<file path="config.mk">
export PLATFORM = sky130hd
export DESIGN_NAME = flash_burst_reader
export DESIGN_NICKNAME = d
export VERILOG_FILES = /design/src/rtl/fbr_pkg.sv /design/src/rtl/fbr_lookup.sv /design/src/rtl/fbr_fill.sv /design/src/rtl/fbr_burst.sv /design/src/rtl/flash_burst_reader.sv
export SDC_FILE = /design/constraint.sdc
export NUM_CORES = 1
export LEC_CHECK = 0
export BUFFER_PORTS_ARGS = -buffer_cell sky130_fd_sc_hd__buf_2
export CELL_PAD_IN_SITES_DETAIL_PLACEMENT = 1
export CELL_PAD_IN_SITES_GLOBAL_PLACEMENT = 2
export CORE_ASPECT_RATIO = 0.7
export CORE_UTILIZATION = 30
export DETAILED_ROUTE_END_ITERATION = 8
export GPL_ROUTABILITY_DRIVEN = 0
export GPL_TIMING_DRIVEN = 0
export PLACE_DENSITY_LB_ADDON = 0.08
export SETUP_SLACK_MARGIN = 0.1
export SLEW_MARGIN = 20
export SYNTH_ARGS = -nofsm -noshare
export SYNTH_HDL_FRONTEND = slang
export SYNTH_SLANG_ARGS = --single-unit
</file>
<file path="constraint.sdc">
create_clock -name clk -period 7.75 [get_ports clk]
set_clock_uncertainty 0.15 [all_clocks]
set_input_delay 0.775 -clock clk [delete_from_list [all_inputs] [get_ports clk]]
set_output_delay 0.775 -clock clk [all_outputs]
set_load 0.1 [all_outputs]
</file>
<file path="src/rtl/fbr_pkg.sv">
package fbr_pkg;
  localparam int NUM_BUFS = 2;

  typedef enum logic {
    BS_IDLE = 1'b0,
    BS_RUN  = 1'b1
  } burst_state_t;
endpackage

</file>
<file path="src/rtl/fbr_lookup.sv">
module fbr_lookup
  import fbr_pkg::*;
#(
  parameter int TAG_W = 27
) (
  input  logic             clk,
  input  logic             rst_n,
  input  logic [TAG_W-1:0] look_tag,
  input  logic             alloc,
  input  logic             alloc_buf,
  input  logic [TAG_W-1:0] alloc_tag,
  input  logic             fill_ok,
  input  logic             fill_buf,
  input  logic             inval,
  input  logic             touch,
  input  logic             touch_buf,
  output logic             hit,
  output logic             hit_buf,
  output logic             victim
);
  logic [NUM_BUFS-1:0] hit_vec;
  logic                lru_q, lru_d;

  for (genvar e = 0; e < NUM_BUFS; e++) begin : g_ent
    logic             v_q, v_d, tag_en;
    logic [TAG_W-1:0] t_q;

    assign tag_en = alloc && (alloc_buf == 1'(e));

    always_comb begin
      v_d = v_q;
      if (tag_en) v_d = 1'b0;
      if (fill_ok && (fill_buf == 1'(e))) v_d = 1'b1;
      if (inval) v_d = 1'b0;
    end

    always_ff @(posedge clk or negedge rst_n) begin
      if (!rst_n) begin
        v_q <= 1'b0;
        t_q <= '0;
      end else begin
        v_q <= v_d;
        if (tag_en) t_q <= alloc_tag;
      end
    end

    assign hit_vec[e] = v_q && (t_q == look_tag);
  end

  assign hit     = |hit_vec;
  assign hit_buf = hit_vec[1];
  assign victim  = lru_q;

  // the buffer just used becomes the most recent one
  always_comb lru_d = touch ? ~touch_buf : lru_q;

  always_ff @(posedge clk or negedge rst_n) begin
    if (!rst_n) lru_q <= 1'b0;
    else        lru_q <= lru_d;
  end
endmodule

</file>
<file path="src/rtl/fbr_fill.sv">
module fbr_fill
  import fbr_pkg::*;
#(
  parameter int TAG_W      = 27,
  parameter int WORD_W     = 16,
  parameter int LINE_WORDS = 16
) (
  input  logic                                     clk,
  input  logic                                     rst_n,
  input  logic                                     start,
  input  logic                                     start_buf,
  input  logic [TAG_W-1:0]                         start_tag,
  input  logic [$clog2(LINE_WORDS)-1:0]            start_idx,
  input  logic                                     inval,
  input  logic [WORD_W-1:0]                        arr_rdata,
  input  logic                                     rd_buf,
  input  logic [$clog2(LINE_WORDS)-1:0]            rd_idx,
  output logic                                     arr_re,
  output logic [TAG_W+$clog2(LINE_WORDS)-1:0]      arr_addr,
  output logic                                     busy,
  output logic                                     done_ok,
  output logic                                     done_buf,
  output logic                                     rd_ok,
  output logic [WORD_W-1:0]                        rd_data
);
  localparam int OFF_W = $clog2(LINE_WORDS);
  localparam logic [OFF_W:0] CNT_FULL = (OFF_W+1)'(LINE_WORDS);

  logic [WORD_W-1:0]     store_q [NUM_BUFS][LINE_WORDS];
  logic                  busy_q, busy_d, buf_q, spoil_q, spoil_d;
  logic [TAG_W-1:0]      tag_q;
  logic [OFF_W-1:0]      issue_idx_q, issue_idx_d, pend_idx_q;
  logic [OFF_W:0]        issue_cnt_q, issue_cnt_d;
  logic                  pend_q;
  logic [LINE_WORDS-1:0] have_q, have_d;
  logic                  done, own, bypass;

  assign arr_re   = busy_q && (issue_cnt_q != CNT_FULL);
  assign arr_addr = {tag_q, issue_idx_q};
  assign busy     = busy_q;
  assign done     = busy_q && (issue_cnt_q == CNT_FULL) && pend_q;
  assign done_ok  = done && !spoil_q && !inval;
  assign done_buf = buf_q;

  always_comb begin
    busy_d      = busy_q;
    issue_idx_d = issue_idx_q;
    issue_cnt_d = issue_cnt_q;
    have_d      = have_q;
    spoil_d     = spoil_q | inval;
    if (start) begin
      busy_d      = 1'b1;
      issue_idx_d = start_idx;
      issue_cnt_d = '0;
      have_d      = '0;
      spoil_d     = inval;
    end else begin
      if (done) busy_d = 1'b0;
      if (arr_re) begin
        issue_idx_d = issue_idx_q + OFF_W'(1);
        issue_cnt_d = issue_cnt_q + (OFF_W+1)'(1);
      end
      if (pend_q) have_d[pend_idx_q] = 1'b1;
    end
  end

  always_ff @(posedge clk or negedge rst_n) begin
    if (!rst_n) begin
      busy_q      <= 1'b0;
      buf_q       <= 1'b0;
      tag_q       <= '0;
      issue_idx_q <= '0;
      issue_cnt_q <= '0;
      pend_q      <= 1'b0;
      pend_idx_q  <= '0;
      have_q      <= '0;
      spoil_q     <= 1'b0;
    end else begin
      busy_q      <= busy_d;
      issue_idx_q <= issue_idx_d;
      issue_cnt_q <= issue_cnt_d;
      pend_q      <= arr_re;
      pend_idx_q  <= issue_idx_q;
      have_q      <= have_d;
      spoil_q     <= spoil_d;
      if (start) begin
        buf_q <= start_buf;
        tag_q <= start_tag;
      end
    end
  end

  // line storage: plain data registers, written with an enable
  always_ff @(posedge clk) begin
    if (pend_q) store_q[buf_q][pend_idx_q] <= arr_rdata;
  end

  // a word of the line under refill is ready once stored or arriving now
  assign own     = busy_q && (rd_buf == buf_q);
  assign bypass  = pend_q && (pend_idx_q == rd_idx);
  assign rd_ok   = !own || have_q[rd_idx] || bypass;
  assign rd_data = (own && bypass) ? arr_rdata : store_q[rd_buf][rd_idx];
endmodule

</file>
<file path="src/rtl/fbr_burst.sv">
module fbr_burst
  import fbr_pkg::*;
#(
  parameter int WORD_W = 16,
  parameter int OFF_W  = 4,
  parameter int WAIT_W = 2
) (
  input  logic              clk,
  input  logic              rst_n,
  input  logic              req,
  input  logic              lp,
  input  logic              stop,
  input  logic [WAIT_W-1:0] wait_cfg,
  input  logic [OFF_W-1:0]  start_idx,
  input  logic              sel_buf,
  input  logic              fill_busy,
  input  logic              rd_ok,
  input  logic [WORD_W-1:0] rd_data,
  output logic              ready,
  output logic              accept,
  output logic              err,
  output logic              beat_valid,
  output logic [WORD_W-1:0] beat_data,
  output logic              beat_last,
  output logic              rd_buf,
  output logic [OFF_W-1:0]  rd_idx
);
  burst_state_t      state_q, state_d;
  logic [WAIT_W-1:0] cnt_q, cnt_d;
  logic [OFF_W-1:0]  idx_q, idx_d;
  logic              buf_q, buf_d;
  logic              bv_q, bv_d, bl_q, bl_d, err_q, err_d;
  logic [WORD_W-1:0] bd_q, bd_d;

  assign ready  = (state_q == BS_IDLE) && !fill_busy;
  assign accept = req && ready && !lp;
  assign rd_buf = buf_q;
  assign rd_idx = idx_q;

  always_comb begin
    state_d = state_q;
    cnt_d   = cnt_q;
    idx_d   = idx_q;
    buf_d   = buf_q;
    bv_d    = 1'b0;
    bl_d    = 1'b0;
    bd_d    = bd_q;
    err_d   = 1'b0;
    case (state_q)
      BS_IDLE: begin
        if (req && ready) begin
          if (lp) begin
            err_d = 1'b1;
          end else begin
            state_d = BS_RUN;
            cnt_d   = wait_cfg;
            idx_d   = start_idx;
            buf_d   = sel_buf;
          end
        end
      end
      BS_RUN: begin
        if (stop) begin
          state_d = BS_IDLE;
        end else if (cnt_q != '0) begin
          cnt_d = cnt_q - WAIT_W'(1);
        end else if (rd_ok) begin
          bv_d = 1'b1;
          bd_d = rd_data;
          bl_d = (idx_q == '1);
          if (idx_q == '1) state_d = BS_IDLE;
          else             idx_d   = idx_q + OFF_W'(1);
        end
      end
      default: state_d = BS_IDLE;
    endcase
  end

  always_ff @(posedge clk or negedge rst_n) begin
    if (!rst_n) begin
      state_q <= BS_IDLE;
      cnt_q   <= '0;
      idx_q   <= '0;
      buf_q   <= 1'b0;
      bv_q    <= 1'b0;
      bl_q    <= 1'b0;
      bd_q    <= '0;
      err_q   <= 1'b0;
    end else begin
      state_q <= state_d;
      cnt_q   <= cnt_d;
      idx_q   <= idx_d;
      buf_q   <= buf_d;
      bv_q    <= bv_d;
      bl_q    <= bl_d;
      bd_q    <= bd_d;
      err_q   <= err_d;
    end
  end

  assign beat_valid = bv_q;
  assign beat_data  = bd_q;
  assign beat_last  = bl_q;
  assign err        = err_q;
endmodule

</file>
<file path="src/rtl/flash_burst_reader.sv">
module flash_burst_reader
  import fbr_pkg::*;
#(
  parameter int ADDR_W     = 32,
  parameter int WORD_W     = 16,
  parameter int LINE_WORDS = 16,
  parameter int WAIT_W     = 2
) (
  input  logic              clk,
  input  logic              rst_n,
  input  logic              rd_req,
  input  logic [ADDR_W-1:0] rd_addr,
  input  logic              rd_stop,
  input  logic [WAIT_W-1:0] wait_cfg,
  output logic              rd_ready,
  output logic              rd_err,
  output logic              beat_valid,
  output logic [WORD_W-1:0] beat_data,
  output logic              beat_last,
  input  logic              wr_req,
  input  logic              lp_dis,
  input  logic              erase_seq,
  output logic              arr_re,
  output logic [ADDR_W-2:0] arr_addr,
  output logic              arr_margin,
  input  logic [WORD_W-1:0] arr_rdata,
  input  logic              blk0_sel,
  input  logic              blk0_pin,
  input  logic              protect_bit,
  output logic              blk0_en
);
  localparam int OFF_W = $clog2(LINE_WORDS);
  localparam int TAG_W = ADDR_W - OFF_W - 1;

  // reset: asserted asynchronously, released on the clock
  logic [1:0] rst_pipe_q;
  logic       rst_int_n;

  always_ff @(posedge clk or negedge rst_n) begin
    if (!rst_n) rst_pipe_q <= '0;
    else        rst_pipe_q <= {rst_pipe_q[0], 1'b1};
  end
  assign rst_int_n = rst_pipe_q[1];

  logic [TAG_W-1:0]  look_tag;
  logic [OFF_W-1:0]  start_idx, rd_idx;
  logic              addr_lsb_unused;
  logic              hit, hit_buf, victim, sel_buf, accept, start_fill;
  logic              fill_busy, done_ok, done_buf, rd_ok, rd_buf;
  logic [WORD_W-1:0] rd_data;
  logic              inval, armed_q, armed_d;

  assign look_tag        = rd_addr[ADDR_W-1:OFF_W+1];
  assign start_idx       = rd_addr[OFF_W:1];
  assign addr_lsb_unused = rd_addr[0];
  assign inval           = wr_req | lp_dis;
  assign sel_buf         = hit ? hit_buf : victim;
  assign start_fill      = accept && !hit;

  fbr_lookup #(.TAG_W(TAG_W)) u_lookup (
    .clk(clk), .rst_n(rst_int_n), .look_tag(look_tag),
    .alloc(start_fill), .alloc_buf(sel_buf), .alloc_tag(look_tag),
    .fill_ok(done_ok), .fill_buf(done_buf), .inval(inval),
    .touch(accept), .touch_buf(sel_buf),
    .hit(hit), .hit_buf(hit_buf), .victim(victim)
  );

  fbr_fill #(.TAG_W(TAG_W), .WORD_W(WORD_W), .LINE_WORDS(LINE_WORDS)) u_fill (
    .clk(clk), .rst_n(rst_int_n), .start(start_fill), .start_buf(sel_buf),
    .start_tag(look_tag), .start_idx(start_idx), .inval(inval),
    .arr_rdata(arr_rdata), .rd_buf(rd_buf), .rd_idx(rd_idx),
    .arr_re(arr_re), .arr_addr(arr_addr), .busy(fill_busy),
    .done_ok(done_ok), .done_buf(done_buf), .rd_ok(rd_ok), .rd_data(rd_data)
  );

  fbr_burst #(.WORD_W(WORD_W), .OFF_W(OFF_W), .WAIT_W(WAIT_W)) u_burst (
    .clk(clk), .rst_n(rst_int_n), .req(rd_req), .lp(lp_dis), .stop(rd_stop),
    .wait_cfg(wait_cfg), .start_idx(start_idx), .sel_buf(sel_buf),
    .fill_busy(fill_busy), .rd_ok(rd_ok), .rd_data(rd_data),
    .ready(rd_ready), .accept(accept), .err(rd_err),
    .beat_valid(beat_valid), .beat_data(beat_data), .beat_last(beat_last),
    .rd_buf(rd_buf), .rd_idx(rd_idx)
  );

  // margin state: armed by a write during an erase sequence
  always_comb armed_d = erase_seq ? (armed_q | wr_req) : 1'b0;

  always_ff @(posedge clk or negedge rst_int_n) begin
    if (!rst_int_n) armed_q <= 1'b0;
    else            armed_q <= armed_d;
  end

  assign arr_margin = arr_re && armed_q;
  assign blk0_en    = blk0_sel ? ~protect_bit : blk0_pin;
endmodule

</file>
==> metrics.md <==
| Metric | Value |
|---|---|
| Largest net degree at the start of global routing | 41 |
| Fin. max-slew vios | 0 |
| Synth Register Bits | roughly 660 |
| Top Metal Used | met4 |
| Share of cells above drive strength 1 | between 20% and 30% |
| Post-route antenna net violation count | 0 |
| Total negative slack | 0 ns |
| Count of different cell masters after synthesis | 63 |
| First-pass GRT wire length | between 100000 and 150000 um |
| Post-synthesis cell count | roughly 1500 |
| Final Non-Filler Cells | 2923 |
| Slowest-stage cell, CP | clkbuf_1 |
| Arrival time at the worst endpoint | between 4 and 5 ns |
| Fmax | between 200 and 300 MHz |
| Endpoints failing setup | 0 |
| Synth warn | 0 |
| Startpoint types | flop |
| Antenna violations before repair | 1 |
| Routed met2 length | between 30000 and 40000 um |
| Total track usage | between 10% and 20% |
| Number of fillers in the final layout | between 8000 and 9000 |
| Starting DRT DRC Count | 985 |
| DR pass1 iterations | 4 |
| Met3 wire length | between 3000 and 4000 um |
| DP Cell Count | ~2800 |
| PortBufs | 112 |
| Syn_area_per_cell | 18.41 um^2 |
| Grt ovf | 0 |
| Post-synth EDFFs | around 510 |
| Via density | 4.972 |
| Worst skew pair latency | 0.62 ns |
| RSZ-0062 raised after global routing | no |
| Worst slew margin | 25.07% |
| Hold Path Class | reg2async |
| CP bufs+invs | 2 |
| Clk pin slew, worst setup/hold paths | 0.07 ns |
| Min Tclk post-route | ~3.8 ns |
| Hold Worst Slack | 0.1554 ns |
| Worst VDD drop | 0.2197 mV |
| Crit-path max cell delay | 0.85 ns |
| Pwr dens | roughly 400 mW/mm^2 |
| Die ar. | roughly 0.090 mm^2 |
| Seq/Total Area, Yosys | a little under three quarters |
| Multi-input logic area | between 0.007 and 0.008 mm^2 |
| Syn nets | 1519 |
| Final hold vios | 0 |
| Top FF cell, synth | edfxtp_1 |
| Design area | about 0.032 mm^2 |
| Maximum capacitance violations | 0 |
| Final worst setup slack | 3.923 ns |
| Delay-heaviest family, CP | buffers and inverters |
| ANT cells | 0 |
| CTS tree | done |
| Setup WS pre-CTS | between 3 and 4 ns |
| Critical path fanouts, max | 10 |
| Final period utilization | between 40 and 50% |
| Status | finished clean |
| Die height | 251.9 um |
| P&R area growth vs syn | 18.76% |
| Root Buffer Master | clkbuf_16 |
| WL final | a little over 80000 um |
| # DRC | 0 |
| Static Leakage | 11.09 nW |
| Crit. End Element | flop |
| Crit path cell chain | clkbuf_1, clkbuf_1, nand2_1, o22ai_1, a221oi_1, mux2i_1, o21ai_1 |
| DR vias | ~15000 |
| Async S/R FF share, synth | around 22% |
| H-tree Lvls | 3 |
| Synthesized area | ~0.027 mm^2 |
| Nets@finish | 1774 |
| Vias in the first global route | approximately 16000 |
| Boundary Pins | between 100 and 150 |
| Worst EP required | around 8 ns |
| Setup Buffers After CTS | 0 |
| M1 WL | between 40000 and 50000 um |
| Avg WL per Cell | about 28 um |
| CTS sink cnt | about 660 |
| CP Class | reg2reg |
| Total CTS buffers | 71 |
| Core Rows | 91 |
| Worst slew pin tran | 1.124 ns |
| Sequential cell area | 0.01906 mm^2 |
| CP most frequent cell | clkbuf_1 |
| Clock tree buffer depth | 3 |
| Post-DP HPWL | roughly 58000 um |
| Die width | 359 um |
| Core Box Area | around 0.09 mm^2 |
| DP Area | roughly 0.03 mm^2 |
| Initial Utilization | approximately 30% |
## registers in the layout, indices dropped and copies added, names as in the netlist, 2 cells and up
signal and count:
u_fill.store_q 512, u_lookup.g_ent.t_q 54, u_fill.tag_q 27, u_burst.beat_data 16
u_fill.have_q 16, u_fill.issue_cnt_q 5, u_burst.rd_idx 4, u_fill.issue_idx_q 4
u_fill.pend_idx_q 4, rst_pipe_q 2, u_burst.cnt_q 2, u_lookup.g_ent.v_q 2
## power by group
part | internal, mW | total [mW] | switching (mW)
clock network | 2.00 | 3.44 | 1.43
logic | 1.45 | 4.62 | 3.17
registers | 4.44 | 4.72 | 0.278
## metrics by stage
| step | utilization [%] | power [mW] |
|---|---|---|
| after global placement | 32.61 | 9.337 |
| after detailed placement | 33.39 | 9.479 |
| after CTS | 36.02 | 12.95 |
| final | 36.02 | 12.77 |
| after global routing | 36.02 | 13.36 |
| after floorplan | - | 7.848 |
## synth_stat cells, types with 18 or more instances
cell      number  share of area [%]
a211oi_1      22               0.62
a22oi_1       18               0.50
buf_2         20               0.37
clkbuf_1      19               0.27
dfrtp_1      147                 14
edfxtp_1     512                 57
mux2_1        86                3.6
mux2_2        19               0.80
mux2i_1       59                2.2
mux4_2       109                9.2
nand2_1       70               0.98
nor2_1        22               0.31
nor3_1        24               0.45
o21ai_1       20               0.37
xnor2_1       51                1.7
## routing by layer
metal,vias to the layer above,track usage [%]
li1,6290,-
met1,7832,28.65
met2,306,26.22
met3,104,3.776
met4,0,4.844
met5,-,0.05299
## repair_timing
item                                   in CTS  in global routing
gates resized for setup                     0                  0
hold buffers                                1                  0
endpoints found under the hold margin       2                  0
## cells by family (layout without fill, tap and decap cells)
kind of cell               Yosys count  count (layout)  share of synthesized area (%)
buffers and inverters               92             399                          2.351
adders and majority gates            5               5                         0.2337
other                                1               1                        0.01401
AOI/OAI and AO/OA                  154             154                          4.366
and+or+nand+nor                    203             203                          3.857
muxes                              273             273                          15.80
xor gates and xnor gates            67              67                          2.193
DFF                                659             659                          71.19
## area by class of cell
type	instances	area share, %
sequential	659	59.96
multi-input combinational	703	22.75
clock buffer	87	6.074
tap	1162	4.574
timing repair buffer	182	3.468
buffer	81	1.854
clock inverter	38	1.197
inverter	11	0.1299
## cells in the final DEF (no fill, tap or decap), types with 7 or more instances in the layout
master       n
nand2_1     70
buf_4       55
a22oi_1     18
a21oi_1     14
buf_6       14
mux2_1      86
nand4_1     16
clkinv_2    12
edfxtp_1   512
clkinv_1    12
buf_2      157
o22ai_1     16
clkbuf_16   74
mux4_2     109
o21a_1      17
inv_1       10
xor2_1      16
nor2b_1     14
mux2i_1     59
dfrtp_1    146
bufinv_16    7
a211oi_2     7
xnor2_1     51
nor3_1      11
nor2_1      21
nand3_1      8
clkbuf_1    28
nor4_2      12
mux2_2      19
a221o_1      9
a211oi_1    22
nor3_2      13
o32ai_1      9
o21ai_1     20
and2_2      10
## worst paths after layout
path,start,to,slack [ns],cells after the start
max,u_burst.rd_idx[3],u_burst.beat_data[5],3.92,7
min,rst_pipe_q[1],armed_q,0.16,0
max reg2reg,u_burst.rd_idx[3],u_burst.beat_data[5],3.92,7
max in group asynchronous,rst_pipe_q[1],u_lookup.g_ent[1].t_q[17],6.38,2
min reg2reg,rst_pipe_q[1],armed_q,0.16,0
min in group clk,rst_pipe_q[0],rst_pipe_q[1],0.20,0
(Power assumes the default switching activity.)
